--- src/rtl/dco_mode_pkg.sv ---
`timescale 1ns/1ps
package dco_mode_pkg;
   typedef enum logic [1:0] {
      MODE_FREERUN  = 2'd0,
      MODE_NORMAL   = 2'd1,
      MODE_HOLDOVER = 2'd2
   } dco_mode_e;

   localparam logic [1:0] SEL_FREERUN = 2'd0;
   localparam logic [1:0] SEL_MANUAL  = 2'd1;
   localparam logic [1:0] SEL_HOLD    = 2'd2;
   localparam logic [1:0] SEL_AUTO    = 2'd3;
endpackage

--- src/rtl/dco_mode_fsm.sv ---
`timescale 1ns/1ps
module dco_mode_fsm
   import dco_mode_pkg::*;
#(
   parameter int NUM_REFS = 2,
   localparam int RSW = (NUM_REFS > 1) ? $clog2(NUM_REFS) : 1
) (
   input  logic                clk,
   input  logic                rst_n,
   input  logic [1:0]          mode_sel,
   input  logic [RSW-1:0]      ref_sel,
   input  logic [NUM_REFS-1:0] ref_fail,
   input  logic                hold_req,
   output dco_mode_e           mode_q,
   output logic                enter_hold
);
   dco_mode_e mode_d;
   logic      sel_fail;

   always_comb begin
      sel_fail = 1'b0;
      for (int i = 0; i < NUM_REFS; i++) begin
         if (RSW'(i) == ref_sel) sel_fail = ref_fail[i];
      end
   end

   always_comb begin
      mode_d = mode_q;
      unique case (mode_sel)
         SEL_FREERUN: mode_d = MODE_FREERUN;
         SEL_HOLD:    mode_d = MODE_HOLDOVER;
         SEL_MANUAL:  mode_d = hold_req ? MODE_HOLDOVER : MODE_NORMAL;
         SEL_AUTO: begin
            if (!sel_fail && !hold_req)       mode_d = MODE_NORMAL;
            else if (mode_q == MODE_NORMAL)   mode_d = MODE_HOLDOVER;
            else                              mode_d = mode_q;
         end
         default:     mode_d = MODE_FREERUN;
      endcase
   end

   assign enter_hold = (mode_d == MODE_HOLDOVER) && (mode_q != MODE_HOLDOVER);

   always_ff @(posedge clk or negedge rst_n) begin
      if (!rst_n) mode_q <= MODE_FREERUN;
      else        mode_q <= mode_d;
   end
endmodule

--- src/rtl/dco_slot_timer.sv ---
`timescale 1ns/1ps
module dco_slot_timer #(
   parameter int SLOT_MS = 26
) (
   input  logic clk,
   input  logic rst_n,
   input  logic run,
   input  logic ms_tick,
   output logic store_stb
);
   generate
      if (SLOT_MS == 1) begin : g_every_tick
         assign store_stb = run & ms_tick;
      end else begin : g_counted
         localparam int CW = $clog2(SLOT_MS);
         localparam logic [CW-1:0] LAST = CW'(SLOT_MS - 1);
         logic [CW-1:0] cnt_q;

         assign store_stb = run && ms_tick && (cnt_q == LAST);

         always_ff @(posedge clk or negedge rst_n) begin
            if (!rst_n) begin
               cnt_q <= '0;
            end else if (run && ms_tick) begin
               if (cnt_q == LAST) cnt_q <= '0;
               else               cnt_q <= cnt_q + 1'b1;
            end
         end
      end
   endgenerate
endmodule

--- src/rtl/dco_hist_buf.sv ---
`timescale 1ns/1ps
module dco_hist_buf #(
   parameter int FW      = 32,
   parameter int DEPTH   = 3,
   parameter int TAP_AGE = 1,
   localparam int PW     = $clog2(DEPTH),
   localparam int NW     = $clog2(DEPTH + 1),
   localparam int OFFS   = DEPTH - 1 - TAP_AGE
) (
   input  logic          clk,
   input  logic          rst_n,
   input  logic          wr_en,
   input  logic [FW-1:0] wr_data,
   output logic [FW-1:0] tap_data,
   output logic          tap_valid
);
   logic [FW-1:0] slot_q [DEPTH];
   logic [PW-1:0] wr_ptr_q;
   logic [NW-1:0] fill_q;
   logic [PW-1:0] tap_idx;

   for (genvar s = 0; s < DEPTH; s++) begin : g_slot
      always_ff @(posedge clk or negedge rst_n) begin
         if (!rst_n)                              slot_q[s] <= '0;
         else if (wr_en && wr_ptr_q == PW'(s))    slot_q[s] <= wr_data;
      end
   end

   always_ff @(posedge clk or negedge rst_n) begin
      if (!rst_n) begin
         wr_ptr_q <= '0;
         fill_q   <= '0;
      end else if (wr_en) begin
         wr_ptr_q <= (wr_ptr_q == PW'(DEPTH - 1)) ? '0 : wr_ptr_q + 1'b1;
         if (fill_q != NW'(DEPTH)) fill_q <= fill_q + 1'b1;
      end
   end

   always_comb begin
      int sum;
      sum = int'(wr_ptr_q) + OFFS;
      if (sum >= DEPTH) sum = sum - DEPTH;
      tap_idx = PW'(sum);
   end

   assign tap_data  = slot_q[tap_idx];
   assign tap_valid = (fill_q > NW'(TAP_AGE));
endmodule

--- src/rtl/dco_mode_ctrl.sv ---
`timescale 1ns/1ps
module dco_mode_ctrl
   import dco_mode_pkg::*;
#(
   parameter int          FW           = 32,
   parameter int          SLOT_MS      = 26,
   parameter int          HIST_DEPTH   = 3,
   parameter int          TAP_AGE      = 1,
   parameter logic [FW-1:0] NOMINAL_WORD = FW'(1) << (FW - 1)
) (
   input  logic          clk,
   input  logic          rst_n,
   input  logic [1:0]    mode_sel,
   input  logic          ref_sel,
   input  logic [1:0]    ref_fail,
   input  logic          hold_req,
   input  logic          ms_tick,
   input  logic [FW-1:0] loop_fw,
   output logic [1:0]    mode,
   output logic [FW-1:0] dco_fw
);
   if (FW < 2)                     begin : g_bad_fw    $error("FW must be at least 2"); end
   if (SLOT_MS < 1)                begin : g_bad_slot  $error("SLOT_MS must be positive"); end
   if (HIST_DEPTH < 2)             begin : g_bad_depth $error("HIST_DEPTH must be at least 2"); end
   if (TAP_AGE < 0 || TAP_AGE >= HIST_DEPTH)
                                   begin : g_bad_tap   $error("TAP_AGE out of range"); end

   dco_mode_e     mode_q;
   logic          enter_hold;
   logic          store_stb;
   logic [FW-1:0] tap_data;
   logic          tap_valid;
   logic [FW-1:0] held_q;

   dco_mode_fsm #(.NUM_REFS(2)) u_fsm (
      .clk        (clk),
      .rst_n      (rst_n),
      .mode_sel   (mode_sel),
      .ref_sel    (ref_sel),
      .ref_fail   (ref_fail),
      .hold_req   (hold_req),
      .mode_q     (mode_q),
      .enter_hold (enter_hold)
   );

   dco_slot_timer #(.SLOT_MS(SLOT_MS)) u_timer (
      .clk       (clk),
      .rst_n     (rst_n),
      .run       (mode_q == MODE_NORMAL),
      .ms_tick   (ms_tick),
      .store_stb (store_stb)
   );

   dco_hist_buf #(.FW(FW), .DEPTH(HIST_DEPTH), .TAP_AGE(TAP_AGE)) u_hist (
      .clk       (clk),
      .rst_n     (rst_n),
      .wr_en     (store_stb),
      .wr_data   (loop_fw),
      .tap_data  (tap_data),
      .tap_valid (tap_valid)
   );

   always_ff @(posedge clk or negedge rst_n) begin
      if (!rst_n)          held_q <= NOMINAL_WORD;
      else if (enter_hold) held_q <= tap_valid ? tap_data : NOMINAL_WORD;
   end

   always_comb begin
      unique case (mode_q)
         MODE_NORMAL:   dco_fw = loop_fw;
         MODE_HOLDOVER: dco_fw = held_q;
         default:       dco_fw = NOMINAL_WORD;
      endcase
   end

   assign mode = mode_q;
endmodule

--- config.mk ---
export PLATFORM = sky130hd
export DESIGN_NAME = dco_mode_ctrl
export DESIGN_NICKNAME = d
export VERILOG_FILES = /design/src/rtl/dco_mode_pkg.sv /design/src/rtl/dco_mode_fsm.sv /design/src/rtl/dco_slot_timer.sv /design/src/rtl/dco_hist_buf.sv /design/src/rtl/dco_mode_ctrl.sv
export SDC_FILE = /design/constraint.sdc
export NUM_CORES = 1
export LEC_CHECK = 0
export BUFFER_PORTS_ARGS = -buffer_cell sky130_fd_sc_hd__buf_4
export CORE_MARGIN = 1.5
export CORE_UTILIZATION = 41
export CTS_CLUSTER_SIZE = 14
export DETAILED_ROUTE_END_ITERATION = 12
export GPL_TIMING_DRIVEN = 0
export HOLD_SLACK_MARGIN = 0.15
export RECOVER_POWER = 100
export SLEW_MARGIN = 20
export SYNTH_ARGS = -nofsm -noshare
export SYNTH_HDL_FRONTEND = slang
export SYNTH_SLANG_ARGS = --single-unit
--- constraint.sdc ---
create_clock -name clk -period 6.1 [get_ports clk]
set_input_delay 0.305 -clock clk [delete_from_list [all_inputs] [get_ports clk]]
set_output_delay 0.305 -clock clk [all_outputs]
set_load 0.03 [all_outputs]
==> impl_metrics.py <==
metrics = {
    "synthesis": {
        "synth_area_sq_um": 7010,
        "syn_avg_cell_area_sq_um": 13.4,
        "synth_top_family_by_area": "multiplexers",
        "synth_nets": 579,
        "synth.distinct_cells": 34,
        "seq_area_frac_synth_pct": 49.6,
        "synthAdderAreaFrac_pct": 2.32,
        "synthFlopType": "dfrtp_1",
        "yosys_register_bits": 139,
        "synth_warnings": 0,
        "synth-async-reset-ratio_pct": 100,
        "synth-compound-area-share_pct": 8.05,
        "synthSimpleGateAreaFrac_pct": 6.43,
        "muxShareOfSynthArea_pct": 29.3,
        "synth-xor-area-share_pct": 0.375,
        "synth_edf_count": 0,
        "synth_cells": 525,
    },
    "run_status": {
        "violations": "max-capacitance violations, max-slew violations",
        "status": "finished with violations",
    },
    "timing": {
        "max_freq_ghz": 0.305,
        "hold_viol_final": 0,
        "finalMaxSlewViolations": 42,
        "tns_ns": 0,
        "setup_viol": 0,
        "maxSlewHeadroom_pct": -58.5,
        "fin_crit_ns": 3.28,
        "period_share_pct": 53.7,
        "rsz0062_at_grt": "false",
        "clock_skew_ns": 0.0102,
        "worst_slew_pin_slew_ns": 2.38,
    },
    "place": {
        "globalplace.congestion": 0.766,
        "port_buffers": 74,
        "dp_hpwl_mm": 10.8,
    },
    "drt": {
        "drc": 0,
        "first_pass_iters": 4,
        "vias": 4564,
        "drt-initial-drc-count": 272,
        "wl_per_cell_um": 18.7,
        "drtAntennaViolNets": 0,
        "via_per_inst": 5.16,
        "drt_wl_total_mm": 16.5,
    },
    "layout": {
        "area_growth_pct": 19.0,
        "n_fill_cell": 1544,
        "n_antenna_cell": 0,
        "fin_util_pct": 50.1,
        "fin_nets": 706,
        "drive_gt1_share_pct": 27.5,
        "multi_input_area_sq_um": 3030,
        "register_area_sq_um": 3480,
    },
    "power": {
        "power.density_nw_per_um2": 265,
        "vdd_ir_drop_max_mv": 0.217,
        "comb_power_share_pct": 10.4,
        "swShare_pct": 25.1,
        "intPower_mw": 1.65,
        "pwr-share-clk_pct": 46.0,
        "p_leak_nw": 4.14,
        "netSwitchingPower_mw": 0.554,
        "seqPwrFrac_pct": 43.6,
    },
    "die": {
        "die_x_um": 134,
        "core-area_sq_um": 16600,
        "num_rows": 47,
        "start_util_pct": 42.1,
        "dieHeight_um": 134,
        "ios": 75,
        "die_area_sq_um": 17900,
    },
    "worst_setup_path": {
        "r2r_cells": 10,
        "arrival_ns": 3.58,
        "critical-path-slowest-cell": "mux2_1",
        "worst_setup_path_start_kind": "register",
        "max_stage_delay_ns": 0.44,
        "r2r-start": "u_fsm.mode_q[1]$_DFF_PN0_",
        "cpMostUsedCell": "clkbuf_1",
        "crit_end": "u_hist.slot_q[51]$_DFFE_PN0P_",
        "worstPathCellList": "inv_1 -> ha_1 -> clkbuf_1 -> and2_1 -> clkbuf_1 -> and3_1 -> clkbuf_1 -> nand2_1 -> clkbuf_1 -> mux2_1",
        "crit_start": "u_fsm.mode_q[1]$_DFF_PN0_",
        "crit_type": "register to register",
        "required_ns": 6.40,
        "ff2ff_setup_slack_ns": 2.82,
        "end_kind": "register",
        "r2r-end": "u_hist.slot_q[51]$_DFFE_PN0P_",
        "worstPathMaxFanout": 10,
    },
    "clock_tree": {
        "clock_path_buffers": 2,
        "cts_resized": 0,
        "cts.sink_count": 139,
        "clock_latency_ns": 0.42,
        "cts_buffers": 17,
        "clk_pin_slew_worst_paths_ns": 0.06,
        "cts_tree": "yes",
        "htreeDepth": 4,
        "root_buffer": "clkbuf_16",
    },
    "global_route": {
        "grt_antenna_before_repair": 0,
        "grt_pass1_wl_mm": 27.5,
        "grt_max_degree": 99,
        "grt-ovfl-total": 0,
        "grt_use_total_pct": 20.2,
        "grt_pass1_vias": 5144,
    },
    "run": {
        "maxCapViolCount": 1,
    },
    "hold_path": {
        "hold_path.class": "primary input to register",
    },
}
[placed cells by master, fill, tap and decap left out, types with 2 or more instances in the layout]
cell type,count
dfrtp_1,138
mux2_2,99
clkbuf_1,72
a22oi_1,63
mux2_1,54
buf_4,39
nor2_1,35
dlygate4sd3_1,33
nor2b_1,32
clkbuf_16,17
ha_1,13
nand2_1,9
inv_1,8
mux2_4,7
buf_2,3
xor2_1,3
o21ai_0,3
clkinv_2,3
mux2i_1,2
nand2b_1,2
o211ai_1,2
nand4_1,2
a211oi_1,2
buf_6,2
clkinvlp_4,2
clkbuf_8,2
clkinv_4,2
bufinv_16,2
[area by class of cell]
cell class	instances	area share [%]
clock inverters	10	1.39
clock buffers	22	5.56
flip-flops and latches	139	41.7
repair buffers	108	9.37
plain buffers	39	1.98
inverters	8	0.360
multi-input cells	339	36.3
well taps	220	3.30
[worst min path at each step]
stage	cells past startpoint	startpoint	endpoint
3_5_place_dp	1	rst_n	u_timer.g_counted.cnt_q[1]$_DFFE_PN0N_
2_1_floorplan	0	rst_n	held_q[0]$_DFFE_PN0P_
4_1_cts	2	loop_fw[18]	u_hist.slot_q[50]$_DFFE_PN0P_
5_1_grt	2	loop_fw[18]	u_hist.slot_q[50]$_DFFE_PN0P_
6_report	2	loop_fw[18]	u_hist.slot_q[50]$_DFFE_PN0P_
3_3_place_gp	1	u_hist.slot_q[0]$_DFFE_PN0P_	u_hist.slot_q[0]$_DFFE_PN0P_
[timing repair]
item,CTS,global route
buffers inserted,0,0
hold buffers,33,0
endpoints found under the hold margin,132,0
[worst max-delay path: cells and delay by family, from the launching register on]
kind | cells | cell delay, ns
AND/OR/NAND/NOR | 3 | 0.71
adder cells (fa/ha/maj) | 1 | 0.14
flip-flops | 1 | 0.42
multiplexers | 1 | 0.44
buffers and inverters | 5 | 1.45
[sequential cells by signal (all words and copies together), names as in the netlist]
register	count
held_q	32
u_hist.fill_q	2
u_fsm.mode_q	2
u_hist.wr_ptr_q	2
u_hist.slot_q	96
u_timer.g_counted.cnt_q	5
[stage by stage]
step | power, mW | worst slack, ns | cells | hold slack, ns | instance area [sq um]
3_3_place_gp | 1.20 | 3.75 | 819 | 0.483 | 7840
4_1_cts | 2.25 | 3.25 | 885 | 0.154 | 8790
3_5_place_dp | 1.21 | 3.71 | 820 | 0.214 | 7880
6_report | 2.21 | 2.82 | 885 | 0.159 | 8340
5_1_grt | 2.30 | 2.62 | 885 | 0.150 | 8340
2_1_floorplan | 1.09 | 3.89 | 525 | 0.00941 | 7010
[layer usage]
layer,track usage (%),wire length [um]
met1,26.5,7630
met2,33.4,8140
met3,4.22,480
met4,6.94,256
met5,0,0
[cells in the mapped netlist, types with 2 or more instances]
| cell | instances | area [sq um] |
|---|---|---|
| dfrtp_1 | 138 | 3450 |
| mux2_2 | 99 | 1110 |
| a22oi_1 | 63 | 473 |
| mux2_4 | 61 | 916 |
| nor2_1 | 35 | 131 |
| nor2b_1 | 32 | 200 |
| clkbuf_1 | 21 | 78.8 |
| ha_1 | 13 | 163 |
| buf_6 | 9 | 101 |
| inv_1 | 8 | 30.0 |
| nand2_1 | 7 | 26.3 |
| buf_4 | 5 | 37.5 |
| buf_2 | 3 | 15.0 |
| o21ai_0 | 3 | 15.0 |
| xor2_1 | 3 | 26.3 |
| a211oi_1 | 2 | 15.0 |
| mux2i_1 | 2 | 20.0 |
| nand2_4 | 2 | 22.5 |
| nand2b_1 | 2 | 12.5 |
| nand4_1 | 2 | 12.5 |
| o211ai_1 | 2 | 15.0 |
[logic make-up after synthesis]
group | count (synthesis)
compound gates | 75
mux | 162
xor+xnor | 3
fa+ha+maj | 13
buf+inv | 47
simple gates | 86
flops | 139
[power groups by stage]
stage / clock [mW] / sequential (mW) / combinational, mW
floorplan: 0 / 0.974 / 0.121
global placement: 0 / 0.974 / 0.224
detailed placement: 0 / 0.977 / 0.233
CTS: 1.04 / 0.961 / 0.251
global route: 1.08 / 0.963 / 0.255
finish: 1.02 / 0.962 / 0.230
No activity file was read; power rests on OpenSTA's default activity.
